## src/rtl/vx_pkg.sv

```systemverilog
package vx_pkg;
  localparam logic [5:0] F6_EXTRACT = 6'b001100;
  localparam logic [2:0] F3_MVX     = 3'b010;
  localparam logic [6:0] OP_VECTOR  = 7'b1010111;

  typedef struct packed {
    logic       match;
    logic [4:0] vsrc;
    logic [4:0] xidx;
    logic [4:0] xdst;
  } vx_fields_t;
endpackage

```

## src/rtl/vx_decode.sv

```systemverilog
module vx_decode
  import vx_pkg::*;
(
  input  logic [31:0] word,
  input  logic [2:0]  width_code,
  output vx_fields_t  fld,
  output logic        bad
);
  always_comb begin
    fld.match = (word[31:26] == F6_EXTRACT) && word[25] &&
                (word[14:12] == F3_MVX) && (word[6:0] == OP_VECTOR);
    fld.vsrc  = word[24:20];
    fld.xidx  = word[19:15];
    fld.xdst  = word[11:7];
    // reserved width codes have the top bit set
    bad       = !fld.match || width_code[2];
  end
endmodule

```

## src/rtl/vx_vrf.sv

```systemverilog
module vx_vrf #(
  parameter int VLEN  = 128,
  parameter int NREG  = 32,
  localparam int SELW = $clog2(NREG)
) (
  input  logic            clk,
  input  logic            we,
  input  logic [SELW-1:0] wsel,
  input  logic [VLEN-1:0] wdata,
  input  logic [SELW-1:0] rsel,
  output logic [VLEN-1:0] rdata
);
  logic [VLEN-1:0] regs [NREG];

  always_ff @(posedge clk) begin
    if (we) regs[wsel] <= wdata;
  end

  assign rdata = regs[rsel];
endmodule

```

## src/rtl/vx_select.sv

```systemverilog
module vx_select #(
  parameter int VLEN = 128,
  parameter int XLEN = 64,
  localparam int BYTES = VLEN / 8,
  localparam int LIDXW = $clog2(BYTES)
) (
  input  logic [VLEN-1:0] vec,
  input  logic [XLEN-1:0] idx_raw,
  input  logic            src_zero,
  input  logic [1:0]      wsel,
  output logic [63:0]     elem,
  output logic            in_range
);
  // legal elements per register: VLEN/8 bytes divided by bytes per element
  function automatic logic [XLEN-1:0] elem_count(input logic [1:0] s);
    return XLEN'(BYTES) >> s;
  endfunction

  // little-endian slice: element li starts at byte li << s
  function automatic logic [63:0] slice(input logic [VLEN-1:0] v,
                                        input logic [LIDXW-1:0] li,
                                        input logic [1:0] s);
    logic [VLEN-1:0] sh;
    sh = v >> ((int'(li) << s) * 8);
    case (s)
      2'd0:    return {56'd0, sh[7:0]};
      2'd1:    return {48'd0, sh[15:0]};
      2'd2:    return {32'd0, sh[31:0]};
      default: return sh[63:0];
    endcase
  endfunction

  logic [XLEN-1:0]  eff_idx;
  logic [XLEN-1:0]  cnt;
  logic [LIDXW-1:0] lidx;

  always_comb begin
    eff_idx  = src_zero ? '0 : idx_raw;
    cnt      = elem_count(wsel);
    in_range = eff_idx < cnt;
    // storage address uses masked low bits only, so the read never leaves the register
    lidx     = eff_idx[LIDXW-1:0] & LIDXW'(cnt - 1'b1);
    elem     = in_range ? slice(vec, lidx, wsel) : 64'd0;
  end
endmodule

```

## src/rtl/vx_extract_unit.sv

```systemverilog
module vx_extract_unit
  import vx_pkg::*;
#(
  parameter int VLEN = 128,
  parameter int XLEN = 64,
  parameter int NREG = 32,
  localparam int SELW = $clog2(NREG)
) (
  input  logic            clk,
  input  logic            rst_n,
  input  logic            vrf_we,
  input  logic [SELW-1:0] vrf_sel,
  input  logic [VLEN-1:0] vrf_data,
  input  logic            start,
  input  logic [31:0]     instr,
  input  logic [XLEN-1:0] idx_value,
  input  logic [2:0]      elem_width,
  output logic            done,
  output logic            illegal,
  output logic            rd_we,
  output logic [4:0]      rd_idx,
  output logic [XLEN-1:0] rd_data
);
  logic [31:0]     q_instr;
  logic [XLEN-1:0] q_idx;
  logic [2:0]      q_width;
  logic            q_done;

  always_ff @(posedge clk or negedge rst_n) begin
    if (!rst_n) begin
      q_instr <= '0;
      q_idx   <= '0;
      q_width <= '0;
      q_done  <= 1'b0;
    end else begin
      q_done <= start;
      if (start) begin
        q_instr <= instr;
        q_idx   <= idx_value;
        q_width <= elem_width;
      end
    end
  end

  vx_fields_t fld;
  logic       dec_bad;

  vx_decode u_dec (
    .word       (q_instr),
    .width_code (q_width),
    .fld        (fld),
    .bad        (dec_bad)
  );

  logic [VLEN-1:0] vreg_rd;

  vx_vrf #(.VLEN(VLEN), .NREG(NREG)) u_vrf (
    .clk   (clk),
    .we    (vrf_we),
    .wsel  (vrf_sel),
    .wdata (vrf_data),
    .rsel  (SELW'(fld.vsrc)),
    .rdata (vreg_rd)
  );

  logic [63:0] sel_elem;
  logic        sel_in_range;

  vx_select #(.VLEN(VLEN), .XLEN(XLEN)) u_sel (
    .vec      (vreg_rd),
    .idx_raw  (q_idx),
    .src_zero (fld.xidx == 5'd0),
    .wsel     (q_width[1:0]),
    .elem     (sel_elem),
    .in_range (sel_in_range)
  );

  // named result events for the checks below
  logic res_ok;
  assign res_ok  = q_done && !dec_bad;

  assign done    = q_done;
  assign illegal = q_done && dec_bad;
  assign rd_we   = res_ok && (fld.xdst != 5'd0);
  assign rd_idx  = q_done ? fld.xdst : 5'd0;
  assign rd_data = res_ok ? XLEN'(sel_elem) : '0;

  a_r8_done_after_start: assert property (@(posedge clk) disable iff (!rst_n)
    start |=> done);
  a_r8_idle_after_no_start: assert property (@(posedge clk) disable iff (!rst_n)
    !start |=> !done);
  a_r2_illegal_blocks_write: assert property (@(posedge clk) disable iff (!rst_n)
    illegal |-> (!rd_we && rd_data == '0));
  a_r7_no_x0_write: assert property (@(posedge clk) disable iff (!rst_n)
    rd_we |-> (rd_idx != 5'd0));
  a_r5_out_of_range_zero: assert property (@(posedge clk) disable iff (!rst_n)
    (done && !sel_in_range) |-> (rd_data == '0));
  a_r6_byte_zero_extended: assert property (@(posedge clk) disable iff (!rst_n)
    (res_ok && q_width == 3'd0) |-> (rd_data[XLEN-1:8] == '0));
  a_r4_src0_in_range: assert property (@(posedge clk) disable iff (!rst_n)
    (res_ok && fld.xidx == 5'd0) |-> sel_in_range);
  a_r10_quiet_when_idle: assert property (@(posedge clk) disable iff (!rst_n)
    !done |-> (!rd_we && !illegal && rd_data == '0));
endmodule

```

## config.mk

```make
export PLATFORM = sky130hd
export DESIGN_NAME = vx_extract_unit
export DESIGN_NICKNAME = d
export VERILOG_FILES = /design/src/rtl/vx_pkg.sv /design/src/rtl/vx_decode.sv /design/src/rtl/vx_vrf.sv /design/src/rtl/vx_select.sv /design/src/rtl/vx_extract_unit.sv
export SDC_FILE = /design/constraint.sdc
export NUM_CORES = 2
export LEC_CHECK = 0
export BUFFER_PORTS_ARGS = -buffer_cell sky130_fd_sc_hd__buf_2
export CAP_MARGIN = 20
export CORE_ASPECT_RATIO = 0.7
export CORE_MARGIN = 2
export CORE_UTILIZATION = 47
export DETAILED_ROUTE_END_ITERATION = 6
export GPL_TIMING_DRIVEN = 0
export PLACE_DENSITY = 0.63
export SLEW_MARGIN = 20
export SYNTH_ARGS = -nofsm -noshare
export SYNTH_HDL_FRONTEND = slang
export SYNTH_HIERARCHICAL = 1
export SYNTH_SLANG_ARGS = --single-unit
```

## constraint.sdc

```tcl
create_clock -name clk -period 4.5 [get_ports clk]
set_clock_uncertainty 0.1 [all_clocks]
set_input_delay 0.675 -clock clk [delete_from_list [all_inputs] [get_ports clk]]
set_output_delay 0.675 -clock clk [all_outputs]
set_load 0.1 [all_outputs]
```

======== Word-level counts from Yosys, hierarchy flattened ========
Memory sizes are Yosys's and may differ from the RTL's.
Index checks and enable logic that the tools add are counted.
word-level totals
  bits of input ports ..................... 236
  memories ................................ 1
  bits in registers ....................... 100
  output and inout port bits .............. 72
  RAM bits ................................ 4096
  logic and storage cells ................. 35
cells by class
  order comparisons ....................... 1
  multiplexer cells ....................... 7
  shift-type cells ........................ 3
  equal/unequal tests ..................... 5
  add/sub/neg operators ................... 1
  bitwise logic cells ..................... 1
  reductions and logical operators ........ 12
memory list
  name        words  width  rd ports  clocked after memory_dff  write ports  line          source
  u_vrf.regs  32     128    1         0                         1            vx_vrf.sv:13  logic [VLEN-1:0] regs [NREG];
operators by type and width
  cell                                                 count
  2-to-1 mux 64 bit                                    3
  one-hot mux 64 bit (3 select lines)                  1
  >> shifter 128 x 32 -> 64 bit                        1
  < comparator 64 bit                                  1
  >> shifter 5 x 2 -> 64 bit, first input constant     1
  << shifter 4 x 2 -> 29 bit                           1
  equality test 7 bit, second input constant           1
  equality test 6 x 4 -> 1 bit, second input constant  1
  logical AND 1 bit                                    6
  zero test 5 bit                                      1
  2-to-1 mux 5 bit                                     1
  nonzero test 5 bit                                   1
  bitwise AND 4 bit                                    1
  subtractor 4 x 1 -> 4 bit, second input constant     1
  equality test 3 x 2 -> 1 bit, second input constant  1
  equality test 2 x 1 -> 1 bit, second input constant  1
  equality test 2 bit, second input constant           1
  zero test 1 bit                                      2
  zero test 2 bit                                      1
  2-to-1 mux 1 bit                                     2
  logical OR 1 bit                                     1

======== Depth between registers and ports, before layout ========
  word-level depth ........................ 9
  depth in mapped cells ................... 15
  depth with buffers taken out ............ 9

======== Hierarchy ========
The synthesis kept the hierarchy.
by module, submodules not included
  module           sequential area each (µm²)  cells each  times used  area each (µm²)
  vx_vrf           122998.0                    6312        1           152673.9
  vx_select        0.0                         643         1           5158.7
  vx_extract_unit  2502.4                      292         1           4236.6
  vx_decode        0.0                         24          1           177.7

======== Least setup slack after synthesis ========
No wires, ideal clock.
  path kind ............................... input to register
  start point ............................. input vrf_sel[1]
  end point ............................... memory u_vrf.regs[12][0] (enable)
  setup time .............................. 0.617 ns
  path slack .............................. -2.873 ns
  required time ........................... 3.783 ns
  path buffers ............................ 1
  arrival ................................. 6.656 ns
  stages .................................. 3
  path through ............................ or3b_2 > clkbuf_1 > nor2_1
RTL lines
  what                line                   source
  start: declaration  vx_extract_unit.sv:12  input logic [SELW-1:0] vrf_sel,
  end: declaration    vx_vrf.sv:13
Straight into the memory's write port.

======== Final worst setup path ========
  start point ............................. register q_instr[20]
  end point ............................... output rd_data[26]
on the way
  cells in the longest elaborated chain, start to end .. 5
ends and longest elaborated chain
  what                                 line                   source
  start: declaration                   vx_extract_unit.sv:24  logic [31:0] q_instr;
  start signal: assignment             vx_extract_unit.sv:38  q_instr <= instr;
  memory (32 x 128 bit)                n/a
  named net vreg_rd[106]               vx_extract_unit.sv:55  logic [VLEN-1:0] vreg_rd;
  >> shifter 128 x 32 -> 64 bit        vx_select.sv:24        sh = v >> ((int'(li) << s) * 8);
  one-hot mux 64 bit (3 select lines)  vx_select.sv:25        case (s)
  2-to-1 mux 64 bit                    vx_select.sv:43        elem = in_range ? slice(vec, lidx, wsel) : 64'd0;
  named net sel_elem[26]               vx_extract_unit.sv:66  logic [63:0] sel_elem;
  2-to-1 mux 64 bit                    vx_extract_unit.sv:86  assign rd_data = res_ok ? XLEN'(sel_elem) : '0;
  end: declaration                     vx_extract_unit.sv:22  output logic [XLEN-1:0] rd_data
The timed path passes the listed nets, and every way through them passes these cells.

==> metrics.yaml <==
critPathMaxStageDelay_ns: 0.54
ant_nets: 0
crit_type: "reg2out"
synthesis.nets: 7507
firstDrtPassIters: 6
synth.avg_cell_area_sq_um: 22.3
drive_above_1_share_pct: 39.4
slowest_stage: "mux4_2"
clkTransAtPathRegs_ns: 0.07
path_buf_inv: 6
netlist_instances: 7268
yosysWarnings: 6
grt_util_all_layers_pct: 27.9
rsz0062_at_grt: "yes"
gr-total-overflow: 0
ir_drop_uv: 332
met1Wirelength_microns: 200000
gp_congestion: 0.935
cp-start-kind: "flop"
path_cells: "buf_12, buf_16, buf_16, buf_12, mux4_2, o22ai_4, nor4_4, buf_6, mux4_2, a221oi_4, a311oi_2, and2_4, buf_12"
num-nets-final: 8781
antenna_found_initial: 39
cts.sinks: 4196
arrival_ns: 4.72
coreArea_sq_mm: 0.343
max-slew-margin-rel_pct: 33.1
met3_length_microns: 54000
syn_area_sq_mm: 0.162
final_cell_mix: "edfxtp_1, mux4_2, clkbuf_16"
dp.cells: 12469
endpoint_kind: "primary output"
finalSetupViolCount: 65
crit_cells: 13
wl_per_cell_microns: 36.9
fin_crit_ns: 5.49
ctsRootBufferMaster: "clkbuf_16"
status: "complete, but fails checks"
drv_slew: 0
io_pins: 308
drc_errors: 0
die_area_sq_mm: 0.350
drt_iter0_markers: 12484
wl_met2_microns: 222000
grt_pass1_wl_microns: 679000
fp.dieW_microns: 706
area_growth_pct: 22.8
top_layer_used: "met5"
grt_max_degree: 63
failed_checks: "setup timing"
drv_cap: 0
via_per_inst: 6.49
initial_core_util_pct: 47.2
p_per_area_mw_per_mm2: 445
cp_data_required_time_ns: 3.72
cpLargestDelayFamily: "buffers and inverters"
worstReg2RegEnd: "q_idx[5]$_DFFE_PN0P_"
fmax_ghz: 0.182
final_cells: 13413
cts_tree: "yes"
rr_startpoint: "q_idx[5]$_DFFE_PN0P_"
hold_viol_final: 0
hold_path_class: "in2reg"
totalWireLength_microns: 496000
rr_worst_depth: 1
tightest_slew_ns: 1.00
final_common_cell: "edfxtp_1"
clockBufferDepth: 4
r2r_setup_slack_ns: 3.36
rows: 180
place_hpwl_microns: 341000
dpl_worst_slack_ns: -2.79
cp-startpoint: "q_instr[20]$_DFFE_PN0P_"
insertion_delay_ns: 0.93
leakage_nw: 63.8
grt_pass1_vias: 84504
portBuffers: 307
numCtsBuffers: 394
die_h_microns: 496
endpoint: "rd_data[26]"
finalCritPeriodShare_pct: 122
setup_slack_ns: -0.991
crit_fanout: 10
htreeDepth: 5
vias: 87062
crit_top_cell: "buf_12"
==> power breakdown <==
| group | switching [mW] | internal (mW) | total [mW] |
|---|---|---|---|
| Clock | 14.5 | 18.5 | 32.9 |
| Combinational | 7.20 | 4.93 | 12.1 |
| Sequential | 0.164 | 43.4 | 43.6 |
| Total | 21.8 | 66.8 | 88.7 |
==> sequential cells by signal, summed over array words and instances (netlist names) <==
signal,cells
done,1
q_idx,64
u_vrf/regs,4096
q_width,3
q_instr,32
==> per-layer routing <==
layer	GRT usage [%]	up-vias
met1	41.0	47008
met4	9.31	10
met2	41.8	5315
met3	6.38	762
li1	-	33967
met5	0	-
==> what timing repair did <==
item,in CTS,in global routing
hold endpoints to repair,193,0
resized for setup,1410,401
hold buffers,94,0
setup endpoints to repair,65,65
gates cloned,13,3
pin swaps,91,114
buffers inserted,81,56
==> per-stage QoR <==
stage | total power [mW] | hold WS, ns | utilization, % | TNS [ns] | instance area, sq um
floorplan | 49.4 | 0.279 | - | -2446.98 | 162000
global placement | 53.5 | 0.382 | 49.4 | - | 170000
detailed placement | 54.1 | 0.391 | 51.5 | -153.19 | 177000
CTS | 88.1 | 0.0182 | 57.3 | -58.09 | 197000
global route | 90.9 | 0.00651 | 58.0 | -57.04 | 199000
finish | 88.7 | 0.0248 | 58.0 | -54.24 | 199000
==> worst min path at each step <==
| stage | start | to | slack (ns) | cells past startpoint |
|---|---|---|---|---|
| floorplan | rst_n | done$_DFF_PN0_ | 0.28 | 0 |
| global placement | q_instr[5]$_DFFE_PN0P_ | q_instr[5]$_DFFE_PN0P_ | 0.38 | 1 |
| detailed placement | q_instr[4]$_DFFE_PN0P_ | q_instr[4]$_DFFE_PN0P_ | 0.39 | 1 |
| CTS | vrf_data[87] | u_vrf/regs[20][87]$_DFFE_PP_ | 0.02 | 1 |
| global route | idx_value[0] | q_idx[0]$_DFFE_PN0P_ | 0.007 | 2 |
| finish | idx_value[0] | q_idx[0]$_DFFE_PN0P_ | 0.02 | 2 |
==> cell type report <==
class | instances | area (sq um)
multi-input combinational | 2610 | 38600
antenna | 11 | 27.5
clock buffer | 476 | 10300
tap | 4550 | 5690
clock inverter | 230 | 2240
buffer | 436 | 5040
timing repair buffer | 893 | 11700
inverter | 11 | 45.0
fill | 24156 | 144000
sequential | 4196 | 126000
No activity file was read; power rests on OpenSTA's default activity.
